`src/rtl/steer_pkg.sv`:
```
package steer_pkg;
  localparam int NT = 8;
  localparam int T_L3     = 0;
  localparam int T_NODE   = 1;
  localparam int T_MSLICE = 2;
  localparam int T_FABRIC = 3;
  localparam int T_DSS    = 4;
  localparam int T_OA     = 5;
  localparam int T_NODEIF = 6;
  localparam int T_FIXED  = 7;

  typedef enum logic [1:0] {
    MODE_LEGACY = 2'd0,
    MODE_QUAD   = 2'd1,
    MODE_MID    = 2'd2,
    MODE_NEW    = 2'd3
  } mode_e;
endpackage

```
`src/rtl/lsb_find.sv`:
```
module lsb_find #(
  parameter int W  = 8,
  parameter int IW = (W > 1) ? $clog2(W) : 1
) (
  input  logic [W-1:0]  vec_i,
  output logic [IW-1:0] idx_o,
  output logic          found_o
);
  always_comb begin
    idx_o   = '0;
    found_o = |vec_i;
    for (int i = W - 1; i >= 0; i--) begin
      if (vec_i[i]) idx_o = IW'(i);
    end
  end
endmodule

```
`src/rtl/l3_rules.sv`:
```
module l3_rules
  import steer_pkg::*;
#(
  parameter int L3_W   = 16,
  parameter int MSL_IW = 2,
  parameter int FLD_W  = 8
) (
  input  mode_e              mode_i,
  input  logic [L3_W-1:0]    l3_mask_i,
  input  logic [MSL_IW-1:0]  ms_idx_i,
  input  logic               ms_found_i,
  input  logic               excl0_i,
  output logic [FLD_W-1:0]   l3_grp_o,
  output logic [FLD_W-1:0]   l3_inst_o,
  output logic               l3_err_o,
  output logic [FLD_W-1:0]   node_grp_o,
  output logic [FLD_W-1:0]   node_inst_o,
  output logic               node_err_o
);
  localparam int L3_IW = (L3_W > 1) ? $clog2(L3_W) : 1;

  logic [L3_IW-1:0] en_idx, fz_idx, node_n;
  logic             en_found, fz_found;
  logic [MSL_IW:0]  ms_x2;

  // enabled-bank search for the newest rule, inverted fuse for legacy
  lsb_find #(.W(L3_W)) u_en (.vec_i(l3_mask_i),  .idx_o(en_idx), .found_o(en_found));
  lsb_find #(.W(L3_W)) u_fz (.vec_i(~l3_mask_i), .idx_o(fz_idx), .found_o(fz_found));

  assign node_n = en_idx >> 2;
  assign ms_x2  = {ms_idx_i, 1'b0};

  always_comb begin
    l3_grp_o    = '0;
    l3_inst_o   = '0;
    l3_err_o    = 1'b0;
    node_grp_o  = '0;
    node_inst_o = '0;
    node_err_o  = 1'b0;
    unique case (mode_i)
      MODE_NEW: begin
        if (en_found) begin
          l3_grp_o    = FLD_W'(node_n);
          l3_inst_o   = FLD_W'(en_idx[1:0]);
          node_grp_o  = FLD_W'(node_n >> 1);
          node_inst_o = FLD_W'(node_n[0]);
        end else begin
          l3_err_o   = 1'b1;
          node_err_o = 1'b1;
        end
      end
      MODE_MID: begin
        if (ms_found_i) begin
          l3_grp_o  = FLD_W'(ms_idx_i);
          l3_inst_o = excl0_i ? FLD_W'(0) : FLD_W'(2);
        end else begin
          l3_err_o = 1'b1;
        end
      end
      MODE_QUAD: begin
        if (ms_found_i) l3_grp_o = FLD_W'(ms_x2) & FLD_W'(7);
        else            l3_err_o = 1'b1;
      end
      default: begin
        if (fz_found) l3_inst_o = FLD_W'(fz_idx);
        else          l3_err_o  = 1'b1;
      end
    endcase
  end
endmodule

```
`src/rtl/dss_split.sv`:
```
module dss_split
  import steer_pkg::*;
#(
  parameter int DSS_W = 6,
  parameter int DPG_W = 4,
  parameter int FLD_W = 8
) (
  input  mode_e             mode_i,
  input  logic [DSS_W-1:0]  idx_i,
  input  logic [DPG_W-1:0]  dpg_i,
  output logic [FLD_W-1:0]  grp_o,
  output logic [FLD_W-1:0]  inst_o
);
  logic [DSS_W-1:0] div, quo, rem;

  always_comb begin
    if (dpg_i != '0) begin
      div = DSS_W'(dpg_i);
    end else begin
      unique case (mode_i)
        MODE_NEW:               div = DSS_W'(8);
        MODE_MID, MODE_QUAD:    div = DSS_W'(4);
        default:                div = DSS_W'(6);
      endcase
    end
    quo = idx_i / div;
    rem = idx_i % div;
  end

  assign grp_o  = FLD_W'(quo);
  assign inst_o = FLD_W'(rem);
endmodule

```
`src/rtl/steer_target_calc.sv`:
```
module steer_target_calc
  import steer_pkg::*;
#(
  parameter int L3_W   = 16,
  parameter int MSL_W  = 4,
  parameter int EXCL_W = 3,
  parameter int NODE_W = 8,
  parameter int DSS_W  = 6,
  parameter int DPG_W  = 4,
  parameter int FLD_W  = 8
) (
  input  logic                       clk_i,
  input  logic                       rst_ni,
  input  logic                       start_i,
  input  logic [1:0]                 mode_i,
  input  logic [L3_W-1:0]            l3_mask_i,
  input  logic [MSL_W-1:0]           mslice_en_i,
  input  logic [EXCL_W-1:0]          bank_excl_i,
  input  logic [NODE_W-1:0]          node_en_i,
  input  logic [DSS_W-1:0]           dss_idx_i,
  input  logic [DPG_W-1:0]           dss_per_grp_i,
  input  logic [1:0]                 media_eng_i,
  output logic                       done_o,
  output logic [7:0]                 err_o,
  output logic [7:0][FLD_W-1:0]      grp_o,
  output logic [7:0][FLD_W-1:0]      inst_o
);
  localparam int MSL_IW  = (MSL_W > 1)  ? $clog2(MSL_W)  : 1;
  localparam int NODE_IW = (NODE_W > 1) ? $clog2(NODE_W) : 1;

  mode_e mode, mode_q;
  assign mode = mode_e'(mode_i);

  logic [MSL_IW-1:0]  ms_idx;
  logic               ms_found;
  logic [NODE_IW-1:0] nd_idx;
  logic               nd_found;
  logic [MSL_IW:0]    ms_x2;
  logic               unused_excl;

  assign unused_excl = ^bank_excl_i;

  lsb_find #(.W(MSL_W))  u_ms (.vec_i(mslice_en_i), .idx_o(ms_idx), .found_o(ms_found));
  lsb_find #(.W(NODE_W)) u_nd (.vec_i(node_en_i),   .idx_o(nd_idx), .found_o(nd_found));

  logic [NT-1:0][FLD_W-1:0] g_d, i_d;
  logic [NT-1:0]            e_d;

  l3_rules #(.L3_W(L3_W), .MSL_IW(MSL_IW), .FLD_W(FLD_W)) u_l3 (
    .mode_i      (mode),
    .l3_mask_i   (l3_mask_i),
    .ms_idx_i    (ms_idx),
    .ms_found_i  (ms_found),
    .excl0_i     (bank_excl_i[0]),
    .l3_grp_o    (g_d[T_L3]),
    .l3_inst_o   (i_d[T_L3]),
    .l3_err_o    (e_d[T_L3]),
    .node_grp_o  (g_d[T_NODE]),
    .node_inst_o (i_d[T_NODE]),
    .node_err_o  (e_d[T_NODE])
  );

  dss_split #(.DSS_W(DSS_W), .DPG_W(DPG_W), .FLD_W(FLD_W)) u_dss (
    .mode_i (mode),
    .idx_i  (dss_idx_i),
    .dpg_i  (dss_per_grp_i),
    .grp_o  (g_d[T_DSS]),
    .inst_o (i_d[T_DSS])
  );
  assign e_d[T_DSS] = 1'b0;

  assign ms_x2 = {ms_idx, 1'b0};

  always_comb begin
    g_d[T_MSLICE] = ms_found ? FLD_W'(ms_idx) : '0;
    i_d[T_MSLICE] = '0;
    e_d[T_MSLICE] = ~ms_found;
    g_d[T_FABRIC] = ms_found ? FLD_W'(ms_x2) : '0;
    i_d[T_FABRIC] = '0;
    e_d[T_FABRIC] = ~ms_found;
    g_d[T_OA]     = (|media_eng_i) ? FLD_W'(0) : FLD_W'(1);
    i_d[T_OA]     = '0;
    e_d[T_OA]     = 1'b0;
    g_d[T_NODEIF] = nd_found ? FLD_W'(nd_idx >> 1) : '0;
    i_d[T_NODEIF] = nd_found ? FLD_W'(nd_idx[0]) : '0;
    e_d[T_NODEIF] = ~nd_found;
    g_d[T_FIXED]  = FLD_W'(1);
    i_d[T_FIXED]  = '0;
    e_d[T_FIXED]  = 1'b0;
  end

  // per-class result registers, loaded only on start
  for (genvar t = 0; t < NT; t++) begin : g_slot
    always_ff @(posedge clk_i or negedge rst_ni) begin
      if (!rst_ni) begin
        grp_o[t]  <= '0;
        inst_o[t] <= '0;
        err_o[t]  <= 1'b0;
      end else if (start_i) begin
        grp_o[t]  <= g_d[t];
        inst_o[t] <= i_d[t];
        err_o[t]  <= e_d[t];
      end
    end
  end

  always_ff @(posedge clk_i or negedge rst_ni) begin
    if (!rst_ni) begin
      done_o <= 1'b0;
      mode_q <= MODE_LEGACY;
    end else begin
      done_o <= start_i;
      if (start_i) mode_q <= mode;
    end
  end

  AST_DONE_AFTER_START: assert property (@(posedge clk_i) disable iff (!rst_ni)
    start_i |=> done_o);
  AST_NO_SPURIOUS_DONE: assert property (@(posedge clk_i) disable iff (!rst_ni)
    !start_i |=> !done_o);
  AST_RESULT_HOLD: assert property (@(posedge clk_i) disable iff (!rst_ni)
    !start_i |=> ($stable(grp_o) && $stable(inst_o) && $stable(err_o)));
  AST_FABRIC_DOUBLE: assert property (@(posedge clk_i) disable iff (!rst_ni)
    (done_o && !err_o[T_MSLICE]) |-> (grp_o[T_FABRIC] == (grp_o[T_MSLICE] << 1)));
  AST_NODE_SPLIT: assert property (@(posedge clk_i) disable iff (!rst_ni)
    (done_o && mode_q == MODE_NEW && !err_o[T_L3]) |->
      (grp_o[T_L3] == FLD_W'({grp_o[T_NODE], inst_o[T_NODE][0]})));
  AST_EMPTY_ZERO: assert property (@(posedge clk_i) disable iff (!rst_ni)
    err_o[T_NODEIF] |-> (grp_o[T_NODEIF] == '0 && inst_o[T_NODEIF] == '0));
endmodule

```
`config.mk`:
```
export PLATFORM = sky130hd
export DESIGN_NAME = steer_target_calc
export DESIGN_NICKNAME = d
export VERILOG_FILES = /design/src/rtl/steer_pkg.sv /design/src/rtl/lsb_find.sv /design/src/rtl/l3_rules.sv /design/src/rtl/dss_split.sv /design/src/rtl/steer_target_calc.sv
export SDC_FILE = /design/constraint.sdc
export NUM_CORES = 1
export LEC_CHECK = 0
export BUFFER_PORTS_ARGS = -buffer_cell sky130_fd_sc_hd__buf_2
export CAP_MARGIN = 15
export CORE_UTILIZATION = 51
export DETAILED_ROUTE_END_ITERATION = 12
export PLACE_DENSITY = 0.88
export SYNTH_ARGS = -nofsm -noshare
export SYNTH_HDL_FRONTEND = slang
export SYNTH_SLANG_ARGS = --single-unit
```
`constraint.sdc`:
```
create_clock -name clk_i -period 1.51 [get_ports clk_i]
set_input_delay 0.151 -clock clk_i [delete_from_list [all_inputs] [get_ports clk_i]]
set_output_delay 0.151 -clock clk_i [all_outputs]
set_load 0.02 [all_outputs]
```
=== After elaboration in Yosys (flattened, before gate mapping) ===
Index checks and enable logic that the tools add are counted.

* Eq/ne operators: 3
* Reductions and logical operators: 7
* Bitwise operators: 3
* Mux-type cells: 67
* Divide/modulo/power cells: 2

{| class="wikitable"
|+ Operators by type and width
! operator !! number
|-
| 2-to-1 mux 4 bit || 33
|-
| OR reduction 16 bit || 2
|-
| 2-to-1 mux 3 bit || 9
|-
| 2-to-1 mux 8 bit || 3
|-
| case mux 8 bit (3 select lines) || 1
|-
| 2-to-1 mux 2 bit || 9
|-
| NOT 16 bit || 1
|-
| case mux 3 bit (3 select lines) || 1
|-
| 2-to-1 mux 1 bit || 8
|-
| case mux 4 bit (2 select lines) || 1
|-
| OR reduction 8 bit || 1
|-
| divider 6 x 6 -> 6 bit || 1
|-
| remainder unit 6 x 6 -> 6 bit || 1
|-
| 2-to-1 mux 6 bit || 1
|-
| equality test 2 bit (second input constant) || 2
|-
| nonzero test 4 bit || 1
|-
| OR reduction 2 bit || 2
|-
| OR reduction 4 bit || 1
|-
| equality test 2 x 1 -> 1 bit (second input constant) || 1
|-
| NOT 1 bit || 2
|-
| case mux 1 bit (2 select lines) || 1
|}

* Word-level logic and storage cells: 99
* Input port bits: 48
* Register bits: 90

=== Depth between registers and ports, before layout ===
* Word-level depth: 19
* Depth in mapped cells: 34
* Gate-level depth less buffers: 34

=== Hierarchy ===
From an unflattened synthesis, not the netlist that was laid out.

* Cells, all modules: 519
* Area total of the unflattened synthesis: 5,143.7 sq um

{| class="wikitable"
|+ Modules (own cells, without submodules)
! module !! instances !! seq. area each (sq um) !! area each (sq um) !! cells an instance
|-
| steer_target_calc || 1 || 1,501.4 || 3,059.2 || 217
|-
| dss_split || 1 || 0.0 || 1,157.4 || 143
|-
| l3_rules || 1 || 0.0 || 457.9 || 71
|-
| lsb_find (u_l3.u_en ...) || 2 || 0.0 || 176.4 || 34
|-
| lsb_find (u_nd) || 1 || 0.0 || 81.3 || 13
|-
| lsb_find (u_ms) || 1 || 0.0 || 35.0 || 7
|}

=== Worst setup path after synthesis ===
OpenSTA, ideal clock, no wires.

* Path kind: input port to flip-flop
* Start point: in mode_i[0]
* End point: reg inst_o[34] in the netlist's numbering
* Required time: 1.384 ns
* Data arrival time: 6.870 ns
* Setup slack: -5.487 ns
* Buffers on the path: 0
* Library setup time: 0.126 ns
* Stages: 32
* Path through: inv_1 -> ha_1 -> a31oi_1 -> ha_1 -> o21a_1 -> nor4b_1 -> a21o_1 -> ha_1 -> o211ai_1 -> a221oi_4 -> mux2_4 -> nor2_1 -> inv_1 -> ha_1 -> nor3_1 -> a211oi_4 -> o21ai_0 -> inv_1 -> ha_1 -> o21a_1 -> nor2_1 -> o21ai_1 -> o21ai_0 -> o21a_1 -> fa_1 -> a21o_1 -> a21oi_1 -> inv_1 -> a41oi_1 -> a21boi_1 -> a31oi_1 -> a311o_1

* Longest elaborated chain between the ends: 5

{| class="wikitable"
|+ Ends and longest elaborated chain
! element !! RTL line !! text
|-
| start: declaration || steer_target_calc.sv:15 || <nowiki>input logic [1:0] mode_i,</nowiki>
|-
| equality test 2 bit / equality test 2 x 1 -> 1 bit (equally long branches) || dss_split.sv:20 || <nowiki>unique case (mode_i)</nowiki>
|-
| OR reduction 2 bit (no source line) || - ||
|-
| case mux 4 bit (2 select lines) * || dss_split.sv:20 ||
|-
| 2-to-1 mux 6 bit * || dss_split.sv:17 || <nowiki>if (dpg_i != '0) begin</nowiki>
|-
| remainder unit 6 x 6 -> 6 bit * || dss_split.sv:27 || <nowiki>rem = idx_i % div;</nowiki>
|-
| end signal: indexed assignment || steer_target_calc.sv:101 || <nowiki>inst_o[t] <= i_d[t];</nowiki>
|-
| end: declaration || steer_target_calc.sv:26 || <nowiki>output logic [7:0][FLD_W-1:0] inst_o</nowiki>
|}

Mark *: on every way between the ends. The rest lies on a longest branch, timed or not.
A chain may end at the register's enable or synchronous reset.

=== Final worst setup path ===
* Start point: in dss_per_grp_i[2]
* End point: reg inst_o[34] in the netlist's numbering

* Longest elaborated chain between the ends: 3

{| class="wikitable"
|+ Ends and longest elaborated chain
! element !! RTL line !! text
|-
| start: declaration || steer_target_calc.sv:21 || <nowiki>input logic [DPG_W-1:0] dss_per_grp_i,</nowiki>
|-
| nonzero test 4 bit || dss_split.sv:17 ||
|-
| 2-to-1 mux 6 bit * || dss_split.sv:17 ||
|-
| remainder unit 6 x 6 -> 6 bit * || dss_split.sv:27 ||
|}

Marked as above.

==> impl_metrics.ini <==
[worst_setup_path]
critical_path.max_fanout = 6
end_kind = flop
slowest_delay_ps = 430
path_common_cell = ha_4
critPathSlowestCell = fa_2
critPathKind = primary input to flop
cp_data_required_time_ps = 1690
worst-path-buf-inv = 5
worstRegToRegCells = 2
critPathTopFamily = compound AO/OA/AOI/OAI gates
crit_path_start_kind = primary input
crit_cells = 35
arrival_ps = 6840

[finish]
area_delta_synth_final_pct = 47.5
utilization = 0.783
fillers = 435
fin_nets = 735
mostFrequentLayoutCells = buf_4, conb_1, buf_2
layout-drive-gt1-share = 0.479
antennaDiodeCount = 0
instances_no_fill = 760
final_common_cell = buf_4

[grt]
met3_usage = 0.0476
grt_pass1_vias = 3782
grt_pass1_wl_um = 17600
track_usage = 0.302
grt.overflow.total = 0
grt_max_degree = 54
antenna_found_initial = 0
use_met2 = 0.556
busiest_layer = met2
met1_usage = 0.316

[sta]
min_period_ps = 6660
hold_viol = 0
rsz0062_at_grt = true
setup_violations = 11
fmax_ghz = 0.150
fin_ws_ps = -5150
fin_skew_ps = 0
finalCritPeriodShare = 4.41
maxSlewViolCount = 0
final.setup.tns_ps = -42730

[pwr]
clock_power_share = 0.094
p_leak_nw = 2.77
p_sw_mw = 3.32
peakVddDrop_uv = 1360
p_int_mw = 3.93
switching_share = 0.458
p_per_area_mw_per_mm2 = 1350
seqPwrFrac = 0.155
combPwrFrac = 0.752

[die]
chipWidth_um = 86.6
die-area_mm2 = 0.00750
ios = 185
rows = 30
core-area_mm2 = 0.00687
die_y_um = 86.6
start_util = 0.531

[synthesis]
async_flop_share = 1.00
synthCells = 438
synth_area_mm2 = 0.00365
synth_area_per_cell_um2 = 8.33
synth_cell_types = 66
synth_top_area_frac = 0.226
yosys.area.top_type = dfrtp_1
synth_ff_type = dfrtp_1
ys_ff_latch = 33
yosys_warnings = 0
synth-edff-count = 0
synth_area_leaders = dfrtp_1, buf_4, ha_1, mux2_2, nor2_1
seq_area_frac_synth = 0.226

[min_path]
hold_depth = 3
hp-class = primary input to flop

[routing]
first_iter_violations = 214
detail_route.wl_per_cell_um = 17.0
dr.pass1.iters = 5
wl_um = 13000
vias = 4084
drc = 0
avgViaCountPerCell = 5.37
drtAntennaViolNets = 0

[clock_tree]
cts-root-buf = clkbuf_8
htree_levels = 2
ctsLongestPathBuffers = 2
clock-sinks = 33
clk_latency_ps = 280
cts_buffers = 5
cts_tree = built
clkSlewWorstSetupHoldPaths_ps = 80

[placed_design]
post-dp-hpwl_um = 7760
portBuffers = 81
gp_congestion = 0.938
post-place-cells = 709

[status]
status = finished, violations left
failed_checks = negative setup slack

[job]
cap_violations = 0
[metal layers]
layer | part of all wire | vias to the layer above
li1 | - | 1795
met1 | 0.35 | 1918
met2 | 0.50 | 286
met3 | 0.073 | 85
met4 | 0.074 | 0
met5 | 0 | -
[cells in the mapped netlist, types with 3 or more instances]
library cell and count:
a21oi_1 23, o31ai_1 4, nand2_1 16, inv_1 33, xnor2_1 3, nor3_1 8
nor2_1 35, o21ai_1 3, o211ai_1 5, mux2_2 12, nand2b_1 3, o21a_1 6
dfrtp_1 33, o21ai_0 18, ha_1 23, o22ai_1 4, nor2b_1 4, nor4_1 6
a211oi_1 3, nand3_1 8, a31oi_1 11, nand4_1 6, buf_4 104, a21o_1 6
clkbuf_1 8, xor2_1 3
[through the flow]
step | hold WS [ps] | instance area, µm² | setup WS [ps] | power (mW)
6_report | 178 | 5380 | -5150 | 7.25
5_1_grt | 191 | 5380 | -5340 | 7.50
4_1_cts | 155 | 5250 | -4610 | 6.37
3_5_place_dp | 129 | 4680 | -5340 | 4.67
3_3_place_gp | 122 | 4680 | -4960 | 4.56
2_1_floorplan | -145 | 4140 | -5110 | 3.43
[state kept, by name (all words and copies together) (netlist names)]
name    count
done_o      1
inst_o     12
grp_o      16
err_o       4
[repair_timing]
action / CTS / global route
hold buffers: 1 / 0
setup endpoints to repair: 11 / 11
buffers inserted: 36 / 7
pin swaps: 25 / 23
endpoints found under the hold margin: 33 / 0
resized for setup: 42 / 15
[worst min-delay path, cell delays in order]
cell and delay (ps):
buf_2 100, nor4_1 60, o22ai_1 90
[power by group through the flow]
stage	sequential, mW	clock [mW]	combinational (mW)
floorplan	1.30	0	2.13
global placement	1.12	0	3.44
detailed placement	1.13	0	3.54
CTS	1.11	0.692	4.57
global route	1.13	0.724	5.65
finish	1.12	0.679	5.45
[worst paths after layout]
kind                                        start                      to  slack [ps]
max                              dss_per_grp_i[2]  inst_o[34]$_DFFE_PN0P_       -5150
min                                  node_en_i[7]   grp_o[49]$_DFFE_PN0P_         180
max reg2reg                inst_o[34]$_DFFE_PN0P_  inst_o[34]$_DFFE_PN0P_         540
min reg2reg                 grp_o[56]$_DFFE_PN0P_   grp_o[56]$_DFFE_PN0P_         470
max in group asynchronous                  rst_ni   inst_o[8]$_DFFE_PN0P_         960
min in group asynchronous                  rst_ni  inst_o[48]$_DFFE_PN0P_         360
[final cells by class]
type	count	area [µm²]	share of cell area
multi-input combinational	360	2650	0.492
timing repair buffer	230	1580	0.293
sequential	33	826	0.153
inverter	33	124	0.0230
tap	96	120	0.0223
clock buffer	5	68.8	0.0128
clock inverter	3	17.5	0.00326
[logic make-up (layout without fill, tap and decap cells)]
kind of cell               Yosys count  count (layout)  share of synthesized area
adders and majority gates           24              24                     0.0844
and+or+nand+nor                     97              97                      0.135
muxes                               15              15                     0.0466
AOI/OAI and AO/OA                  117             117                      0.236
DFF                                 33              33                      0.226
buffers and inverters              145             271                      0.256
xor gates and xnor gates             6               6                     0.0144
other                                1             101                    0.00103
(Power assumes the default switching activity.)
